<file path="config.mk">
export PLATFORM = sky130hd
export DESIGN_NAME = tx_ready_notifier
export DESIGN_NICKNAME = d
export VERILOG_FILES = /design/src/rtl/tx_notify_pkg.sv /design/src/rtl/tx_notify_cfg.sv /design/src/rtl/tx_notify_level.sv /design/src/rtl/tx_notify_fsm.sv /design/src/rtl/tx_ready_notifier.sv
export SDC_FILE = /design/constraint.sdc
export NUM_CORES = 1
export LEC_CHECK = 0
export BUFFER_PORTS_ARGS = -buffer_cell sky130_fd_sc_hd__buf_2
export CORE_AREA = 2 2 39 41
export DETAILED_ROUTE_END_ITERATION = 8
export DIE_AREA = 0 0 41 43
export GPL_TIMING_DRIVEN = 0
export PLACE_DENSITY = 0.72
export SLEW_MARGIN = 20
export SYNTH_ARGS = -nofsm -noshare
export SYNTH_HDL_FRONTEND = slang
export SYNTH_SLANG_ARGS = --single-unit
</file>
<file path="constraint.sdc">
create_clock -name clk -period 4.69 [get_ports clk]
set_input_delay 0.7035 -clock clk [delete_from_list [all_inputs] [get_ports clk]]
set_output_delay 0.7035 -clock clk [all_outputs]
set_load 0.05 [all_outputs]
</file>
<file path="src/rtl/tx_notify_pkg.sv">
package tx_notify_pkg;

  typedef enum logic [1:0] {
    NS_IDLE    = 2'd0,
    NS_NOTIFY  = 2'd1,
    NS_HOLDOFF = 2'd2
  } notify_state_e;

  typedef struct packed {
    logic [5:0] step_n;
    logic       retry_max;
  } notify_cfg_t;

  localparam logic [5:0] RESET_STEP_N = 6'd16;

endpackage

</file>
<file path="src/rtl/tx_notify_cfg.sv">
module tx_notify_cfg
  import tx_notify_pkg::*;
#(
  parameter int N_W      = 6,
  parameter int STEP_CAP = 32
) (
  input  logic           clk,
  input  logic           rst,
  input  logic           wr,
  input  logic [N_W-1:0] n_in,
  input  logic           retry_max_in,
  output logic [N_W-1:0] n_q,
  output logic           retry_max_q
);

  localparam logic [N_W-1:0] CAP_N = N_W'(STEP_CAP);

  logic [N_W-1:0] n_clamped;

  always_comb begin
    n_clamped = (n_in > CAP_N) ? CAP_N : n_in;
  end

  always_ff @(posedge clk) begin
    if (rst) begin
      n_q         <= N_W'(RESET_STEP_N);
      retry_max_q <= 1'b0;
    end else if (wr) begin
      n_q         <= n_clamped;
      retry_max_q <= retry_max_in;
    end
  end

endmodule

</file>
<file path="src/rtl/tx_notify_level.sv">
module tx_notify_level #(
  parameter int N_W      = 6,
  parameter int CNT_W    = 10,
  parameter int STEP_Q   = 16,
  parameter int STEP_CAP = 32
) (
  input  logic [N_W-1:0]  n_cfg,
  input  logic            retry_max,
  input  logic            retry,
  input  logic [CNT_W-1:0] fill_cnt,
  input  logic            pkt_complete,
  output logic            ready
);

  localparam int LVL_W = CNT_W + 1;
  localparam bit STEP_POW2 = (STEP_Q & (STEP_Q - 1)) == 0;
  localparam int STEP_SH = $clog2(STEP_Q);

  logic [N_W-1:0]   n_eff;
  logic [LVL_W-1:0] level;
  logic [LVL_W-1:0] fill_ext;

  always_comb begin
    n_eff = (retry && retry_max) ? N_W'(STEP_CAP) : n_cfg;
  end

  generate
    if (STEP_POW2) begin : g_shift
      always_comb level = LVL_W'(n_eff) << STEP_SH;
    end else begin : g_mult
      always_comb level = LVL_W'(n_eff) * LVL_W'(STEP_Q);
    end
  endgenerate

  always_comb begin
    fill_ext = LVL_W'(fill_cnt);
    ready    = (fill_cnt != '0) && (pkt_complete || (fill_ext >= level));
  end

endmodule

</file>
<file path="src/rtl/tx_notify_fsm.sv">
module tx_notify_fsm
  import tx_notify_pkg::*;
#(
  parameter int CNT_W = 10
) (
  input  logic             clk,
  input  logic             rst,
  input  logic             ready,
  input  logic             link_ack,
  input  logic [CNT_W-1:0] fill_cnt,
  output logic             avail
);

  notify_state_e state_q, state_d;

  always_comb begin
    state_d = state_q;
    unique case (state_q)
      NS_IDLE:    if (ready) state_d = NS_NOTIFY;
      NS_NOTIFY:  if (link_ack) state_d = NS_HOLDOFF;
      NS_HOLDOFF: if (fill_cnt == '0) state_d = NS_IDLE;
      default:    state_d = NS_IDLE;
    endcase
  end

  always_ff @(posedge clk) begin
    if (rst) begin
      state_q <= NS_IDLE;
      avail   <= 1'b0;
    end else begin
      state_q <= state_d;
      avail   <= (state_d == NS_NOTIFY);
    end
  end

endmodule

</file>
<file path="src/rtl/tx_ready_notifier.sv">
module tx_ready_notifier
  import tx_notify_pkg::*;
#(
  parameter int N_W      = 6,
  parameter int CNT_W    = 10,
  parameter int STEP_Q   = 16,
  parameter int STEP_CAP = 32
) (
  input  logic             clk,
  input  logic             rst,
  input  logic             cfg_wr,
  input  logic [N_W-1:0]   cfg_n,
  input  logic             cfg_retry_max,
  input  logic [CNT_W-1:0] fill_cnt,
  input  logic             pkt_complete,
  input  logic             retry,
  input  logic             link_ack,
  output logic             pkt_avail
);

  logic [N_W-1:0] n_q;
  logic           retry_max_q;
  logic           ready;

  tx_notify_cfg #(
    .N_W      (N_W),
    .STEP_CAP (STEP_CAP)
  ) u_cfg (
    .clk          (clk),
    .rst          (rst),
    .wr           (cfg_wr),
    .n_in         (cfg_n),
    .retry_max_in (cfg_retry_max),
    .n_q          (n_q),
    .retry_max_q  (retry_max_q)
  );

  tx_notify_level #(
    .N_W      (N_W),
    .CNT_W    (CNT_W),
    .STEP_Q   (STEP_Q),
    .STEP_CAP (STEP_CAP)
  ) u_level (
    .n_cfg        (n_q),
    .retry_max    (retry_max_q),
    .retry        (retry),
    .fill_cnt     (fill_cnt),
    .pkt_complete (pkt_complete),
    .ready        (ready)
  );

  tx_notify_fsm #(
    .CNT_W (CNT_W)
  ) u_fsm (
    .clk      (clk),
    .rst      (rst),
    .ready    (ready),
    .link_ack (link_ack),
    .fill_cnt (fill_cnt),
    .avail    (pkt_avail)
  );

endmodule

</file>
# Yosys cells after proc, flatten, opt, wreduce, memory -nomap -nowiden
# Index checks and enable logic that the tools add are counted.
[totals]
ff_bits = 10
input_bits = 23
output_inout_bits = 1
wordCells = 21
[classes]
magnitude_cmp = 2
n_eq_ne = 3
n_mux = 6
reduce_logical = 6
[op_table]
columns = ["operator", "n"]
rows = [
  ["2-to-1 mux 6 bit", 2],
  [">= comparator 10 bit", 1],
  ["logical NOT 10 bit", 1],
  ["nonzero test 10 bit", 1],
  ["greater-than comparator 6 bit, second input constant", 1],
  ["2-to-1 mux 2 bit", 3],
  ["case mux 2 bit (3 select lines)", 1],
  ["equality test 2 x 1 -> 1 bit, second input constant", 2],
  ["equality test 2 bit, second input constant", 1],
  ["logical AND 1 bit", 2],
  ["logical NOT 2 bit", 1],
  ["logical OR 1 bit", 1],
]

# Depth between registers and ports, before layout
# Gate-level depths: netlist of run 1.
[logic_depth]
word_depth = 8
ltp_mapped = 7
depth_no_buf = 7

# Modules after synthesis
# A second synthesis of run 1 with hierarchy kept.
[unflattened]
hier_cells = 70
hier_area_um2 = 604.3
[modules_own_cells]
columns = ["module", "n_inst", "cells_each", "area_each_um2", "seq_area_each_um2"]
rows = [
  ["tx_notify_cfg", 1, 28, 274.0, 140.1],
  ["tx_notify_level", 1, 28, 206.4, 0.0],
  ["tx_notify_fsm", 1, 14, 123.9, 60.1],
]

# Worst setup path after synthesis of run 1
# OpenSTA, ideal clock, no wires.
[synth_timing]
path_kind = "input to register"
startpoint = "input port retry"
endpoint = "register u_fsm.avail"
setup_time_ns = 0.133
arrival_time_ns = 1.775
t_required_ns = 4.557
path_slack_ns = 2.782
cell_stages = 6
path_buffers = 0
cell_sequence = "nand2_1 nand2_1 ha_1 a21o_1 a2111oi_2 a21oi_1"
[synth_between]
elab_chain_len = 8
[synth_lines]
columns = ["item", "line_no", "rtl"]
rows = [
  ["start, declared", "tx_ready_notifier.sv:16", "input logic retry,"],
  ["logical AND 1 bit", "tx_notify_level.sv:24", "n_eff = (retry && retry_max) ? N_W'(STEP_CAP) : n_cfg;"],
  ["2-to-1 mux 6 bit", "tx_notify_level.sv:24", ""],
  [">= comparator 10 bit", "tx_notify_level.sv:37", "ready = (fill_cnt != '0) && (pkt_complete || (fill_ext >= level));"],
  ["logical OR 1 bit", "tx_notify_level.sv:37", ""],
  ["logical AND 1 bit", "tx_notify_level.sv:37", ""],
  ["2-to-1 mux 2 bit", "tx_notify_fsm.sv:19", "NS_IDLE: if (ready) state_d = NS_NOTIFY;"],
  ["case mux 2 bit (3 select lines)", "tx_notify_fsm.sv:18", "unique case (state_q)"],
  ["equality test 2 x 1 -> 1 bit", "tx_notify_fsm.sv:32", "avail <= (state_d == NS_NOTIFY);"],
  ["end signal, assigned", "tx_notify_fsm.sv:32", ""],
  ["end, declared", "tx_notify_fsm.sv:11", "output logic avail"],
]
# No other way between the ends.
# A chain may end at the register's enable or synchronous reset.

# Worst setup path after layout of run 1
[layout_timing]
startpoint = "input port retry"
endpoint = "register u_fsm.state_q[0]"
[layout_between]
elab_chain_len = 7
[layout_lines]
columns = ["item", "line_no", "rtl"]
rows = [
  ["logical AND 1 bit", "tx_notify_level.sv:24", ""],
  ["2-to-1 mux 6 bit", "tx_notify_level.sv:24", ""],
  [">= comparator 10 bit", "tx_notify_level.sv:37", ""],
  ["logical OR 1 bit", "tx_notify_level.sv:37", ""],
  ["logical AND 1 bit", "tx_notify_level.sv:37", ""],
  ["2-to-1 mux 2 bit", "tx_notify_fsm.sv:19", ""],
  ["case mux 2 bit (3 select lines)", "tx_notify_fsm.sv:18", ""],
  ["end signal, assigned", "tx_notify_fsm.sv:31", "state_q <= state_d;"],
  ["end, declared", "tx_notify_fsm.sv:14", "notify_state_e state_q, state_d;"],
]
# No other way between the ends.

==> impl_metrics.toml, run 1 <==
[worst_setup_path]
start_kind = "input pin"
crit_buf_inv = 1
crit_path_end_kind = "flip-flop"
cpMaxStageDelayCell = "a2111oi_2"
rrSetupSlack_ps = 3080
rr_endpoint = "u_fsm.state_q[0]"
startpoint = "retry"
r2r_start = "u_cfg.retry_max_q"
cp.required_ps = 4820
crit_family = "compound AO/OA/AOI/OAI gates"
path_cells = "buf_2 -> nand2_1 -> nand2_1 -> ha_1 -> a21o_1 -> a2111oi_2 -> a21oi_1"
critPathMaxStageDelay_ps = 390
rr_worst_depth = 6
path_common_cell = "nand2_1"
criticalPathCategory = "in2reg"
worstPathArrival_ps = 1980
cp_max_fo = 5

[layout]
nets = 123
multi_input_area_um2 = 338
drive_above_1_share = 0.304
seq_area_um2 = 200
n_antenna_cell = 0
area_delta_synth_final_pct = 26.1
fillers = 144

[power]
p_leak_nw = 0.339
power_density_nw_per_um2 = 271
max-vdd-ir-drop_mv = 0.134
power_w = 0.000193

[sta]
final-setup-viol-count = 0
period_minus_slack_ps = 1840
finalHoldViolCount = 0
fmax_mhz = 543
finClkSkew_ps = 1.73
relSlewSlack = 0.788
tns_ps = 0
fin_crit_sh = 0.393
grt_setup_unrepaired = "false"
tightest_slew_ps = 318
slew_viol_final = 0

[floorplanning]
core_um2 = 1380
die_x_um = 41
boundaryPins = 24
start_util = 0.409
die-area_um2 = 1760
num_rows = 14
die_height_um = 43

[clock_network]
cts_setup_buffers = 0
cts_made_buffers = 3
postCtsHoldBufs = 0
htreeDepth = 1
clk_latency_ps = 260
clockBufferDepth = 2
ctsResizeCount = 0
cts_tree = "yes"
cts_root_buf = "clkbuf_4"
cts.clk_slew.worst_paths_ps = 60
clock-sinks = 10

[logic_synthesis]
avgSynthCellArea_um2 = 8.32
yosys.area.top_type_share = 0.354
ys_ff_latch = 10
synth_area_um2 = 566
synthDistinctLibCells = 21
synthCells = 68
ys_seq_area_frac = 0.354
synth_fp_nets = 97
yosysWarnings = 0
synthTopCellsByArea = "dfxtp_1 (35%), ha_1 (13%), nor2_1 (8.6%)"
yosys.area.top_type = "dfxtp_1"

[min_path]
min_path_type = "reg2reg"
worstHoldStart = "u_cfg.n_q[4]"
holdPathStages = 2
holdPathEnd = "u_cfg.n_q[4]"

[status]
status = "complete, no violations"

[placed_design]
io_buffers = 21
gp_congestion = 0.742
hpwl_um = 970

[grt]
grt_pass1_wl_um = 1980
antenna_found_initial = 0
grt_pass1_vias = 535
grt_max_degree = 11
grt_overflow = 0
track_usage = 0.166

[run]
cap_violations = 0

[drt]
via_count = 555
ant_nets = 0
routed_wl_um = 1140
drc = 0
drt_iter0_markers = 7
vias_per_cell = 5.14
wl_per_cell_um = 10.6
first_pass_iters = 4
## layout make-up
cell class | count | share of cell area
plain buffers | 2 | 0.0175
inverters | 4 | 0.0211
well taps | 16 | 0.0281
repair buffers | 21 | 0.147
multi-input cells | 52 | 0.474
flip-flops and latches | 10 | 0.281
clock buffers | 3 | 0.0316
## how the worst max path moves through the flow
stage,endpoint,slack [ps],cells after the start
floorplan,u_fsm.avail,2780,6
global placement,u_fsm.avail,2560,7
detailed placement,u_fsm.state_q[0],2560,7
CTS,u_fsm.state_q[0],2840,7
global route,u_fsm.state_q[0],2740,7
finish,u_fsm.state_q[0],2850,7
## tightest hold or removal path, delay by kind of cell (launching register included)
| kind | cells | cell delay (ps) |
|---|---|---|
| AOI/OAI and AO/OA | 2 | 120 |
| DFF | 1 | 340 |
## cell families after synthesis
family / share of synthesized area
muxes: 0.0354
DFF: 0.354
buffers and inverters: 0.0487
AOI/OAI and AO/OA: 0.195
adders and majority gates: 0.133
and+or+nand+nor: 0.235
## per-layer routing
| layer | GRT usage | vias up | wire (µm) |
|---|---|---|---|
| li1 | - | 294 | - |
| met1 | 0.203 | 233 | 490 |
| met2 | 0.234 | 25 | 515 |
| met3 | 0.0576 | 3 | 115 |
| met4 | 0.113 | 0 | 21 |
| met5 | 0 | - | 0 |
## cells in the mapped netlist
cell type,n
a211oi_1,1
o211ai_1,1
o21ai_0,1
nand3_1,2
nor4_1,2
a31oi_1,1
buf_4,1
nand2_1,9
inv_1,4
nor4_4,1
dfxtp_1,10
o2111ai_1,1
a21oi_1,6
a22oi_1,2
ha_1,6
mux2i_1,2
and2_1,1
nor2_1,13
a21o_1,2
a2111oi_2,1
buf_2,1
## registers in the layout, summed over array words and instances (netlist names)
name and count:
u_fsm.avail 1, u_cfg.n_q 6, u_fsm.state_q 2, u_cfg.retry_max_q 1
## where the power goes
| part | internal [W] | total [W] | switching, W |
|---|---|---|---|
| combinational | 0.0000193 | 0.0000426 | 0.0000233 |
| sequential | 0.0000909 | 0.0000942 | 0.00000333 |
| clock | 0.0000295 | 0.0000562 | 0.0000267 |
| total | 0.000140 | 0.000193 | 0.0000533 |
## metrics by stage
stage           util  instances  cell area (µm²)  hold WS, ps  setup WS, ps
6_report       0.515        108              713          491          2850
5_1_grt        0.515        108              713          545          2740
4_1_cts        0.515        108              713          504          2840
3_5_place_dp   0.499        105              691          489          2560
3_3_place_gp   0.499        105              691          467          2560
2_1_floorplan      -         68              566          441          2780
## layout by cell type (no fill, tap or decap), types with 2 or more instances in the layout
cell,netlist,final
a21o_1,2,2
a21oi_1,6,6
a22oi_1,2,2
buf_2,1,22
clkbuf_4,0,3
dfxtp_1,10,10
ha_1,6,6
inv_1,4,4
mux2i_1,2,2
nand2_1,9,9
nand3_1,2,2
nor2_1,13,13
nor4_1,2,2
No activity file was read; power rests on OpenSTA's default activity.
==> inputs of run 2 (changes only) <==
clock period = 1.7 ns   (was 4.69 ns; I/O delays follow)
==> run 2 against run 1 <==
Critical path depth down 1. Clock-buffer cell count unchanged. Core utilization up 1.1 points. Critical endpoint is now u_fsm.avail. Highest routed layer unchanged. Clock power rose to 2.8 times the previous value. Clock skew about the same. Worst hold slack worse by 260 ps. Setup slack worse by 2800 ps.
==> impl_metrics.toml, run 2 (same netlist as run 1, synthesis figures left out) <==
[placed_design]
gp_congestion = 0.742
hpwl_um = 970
io_buffers = 21
place_area_um2 = 691

[sta]
tightest_slew_ps = 467
relSlewSlack = 0.686
worst_hold_slack_ps = 227
finalHoldViolCount = 0
tns_ps = 0
fin_crit_sh = 0.954
fmax_mhz = 617
grt_setup_unrepaired = "false"
slew_viol_final = 0
final-setup-viol-count = 0
finClkSkew_ps = 1.47
period_minus_slack_ps = 1620

[floorplanning]
core_um2 = 1380
die_x_um = 41
start_util = 0.409
die_height_um = 43
num_rows = 14
boundaryPins = 24
die-area_um2 = 1760

[grt]
grt_pass1_wl_um = 1980
grt_overflow = 0
grt_max_degree = 11
met3_usage = 0.0576
track_usage = 0.166
grt_pass1_vias = 535
antenna_found_initial = 0
grtUsageMet2 = 0.234
grt-busiest-layer = "met2"
gr-usage-met1 = 0.203

[layout]
largest-register = "u_cfg.n_q"
final_common_cell = "buf_2"
largestRegisters = "u_cfg.n_q (6), u_fsm.state_q (2)"
largest_reg_flops = 6
final_cell_mix = "buf_2 (22), nor2_1 (13), dfxtp_1 (10)"
drive_above_1_share = 0.315
area_delta_synth_final_pct = 28.8
final_cell_area_um2 = 728
nets = 123
fillers = 141
n_antenna_cell = 0

[drt]
ant_nets = 0
drt_iter0_markers = 9
drc = 0
vias_per_cell = 5.15
wl_per_cell_um = 11.4
routed_wl_um = 1230
via_count = 556
first_pass_iters = 4

[power]
clkPwrFrac = 0.287
p_switching_w = 0.000154
max-vdd-ir-drop_mv = 0.379
p_leak_nw = 0.341
switching_share = 0.284
seqPwrFrac = 0.479
power_density_nw_per_um2 = 745
p_int_w = 0.000388
combPwrFrac = 0.234

[worst_setup_path]
rr_endpoint = "u_fsm.avail"
rrSetupSlack_ps = 80
cp.required_ps = 1830
r2r_start = "u_cfg.retry_max_q"
rr_worst_depth = 6
cp_max_fo = 5
worstPathArrival_ps = 1750
worstSetupEndpoint = "u_fsm.avail"
startpoint = "u_cfg.retry_max_q"
crit_path_end_kind = "flip-flop"
start_kind = "flip-flop"
criticalPathCategory = "reg2reg"

[clock_network]
cts_root_buf = "clkbuf_4"
clockBufferDepth = 2
clk_latency_ps = 260
cts_tree = "yes"
clock-sinks = 10
cts.clk_slew.worst_paths_ps = 60
cts_made_buffers = 3
htreeDepth = 1
postCtsHoldBufs = 0

[status]
status = "complete, no violations"

[run]
cap_violations = 0

[min_path]
min_path_type = "in2reg"
==> run 2: layout make-up <==
type	instances	area, µm²	area share
Timing Repair Buffer	21	105	0.144
Clock buffer	3	22.5	0.0309
Buffer	2	12.5	0.0172
Tap cell	16	20.0	0.0275
Sequential cell	10	200	0.275
Inverter	4	15.0	0.0206
Multi-Input combinational cell	52	353	0.485
==> run 2: worst min-delay path by stage <==
| stage | start | end | slack, ps | depth (start not counted) |
|---|---|---|---|---|
| 2_1_floorplan | cfg_n[5] | u_cfg.n_q[4] | 370 | 1 |
| 3_3_place_gp | u_cfg.n_q[4] | u_cfg.n_q[4] | 470 | 2 |
| 3_5_place_dp | u_cfg.n_q[4] | u_cfg.n_q[4] | 490 | 2 |
| 4_1_cts | cfg_n[1] | u_cfg.n_q[1] | 230 | 3 |
| 5_1_grt | cfg_n[1] | u_cfg.n_q[1] | 230 | 3 |
| 6_report | cfg_n[1] | u_cfg.n_q[1] | 230 | 3 |
==> run 2: critical path, cell delays in order (launching register included) <==
cell and delay [ps]:
dfxtp_1 330, nand2_2 100, nand2_1 70, ha_1 290
a21o_1 190, a2111oi_4 390, a21oi_1 130
==> run 2: metrics by stage <==
stage          instances  setup slack, ps  power [W]   util
2_1_floorplan         68              193   0.000338      -
3_3_place_gp         105             20.4   0.000380  0.499
3_5_place_dp         105             16.5   0.000384  0.499
4_1_cts              108             67.2   0.000539  0.515
5_1_grt              108             2.51   0.000584  0.526
6_report             108             78.6   0.000543  0.526
==> run 2: power groups by stage <==
stage	clock [W]	combinational, W	sequential [W]
CTS	0.000160	0.000119	0.000260
global route	0.000179	0.000143	0.000262
detailed placement	0	0.000119	0.000265
global placement	0	0.000115	0.000264
finish	0.000156	0.000127	0.000260
floorplan	0	0.0000641	0.000273
==> run 2: timing repair <==
action                     CTS  global route
gates resized for setup      0             2
buffers inserted             0             0
setup endpoints to repair    0             2
==> run 2: per-layer routing <==
layer  part of all wire  vias up
met5                  0        -
met2               0.47       24
li1                   -      293
met3              0.085        3
met4              0.017        0
met1               0.43      236
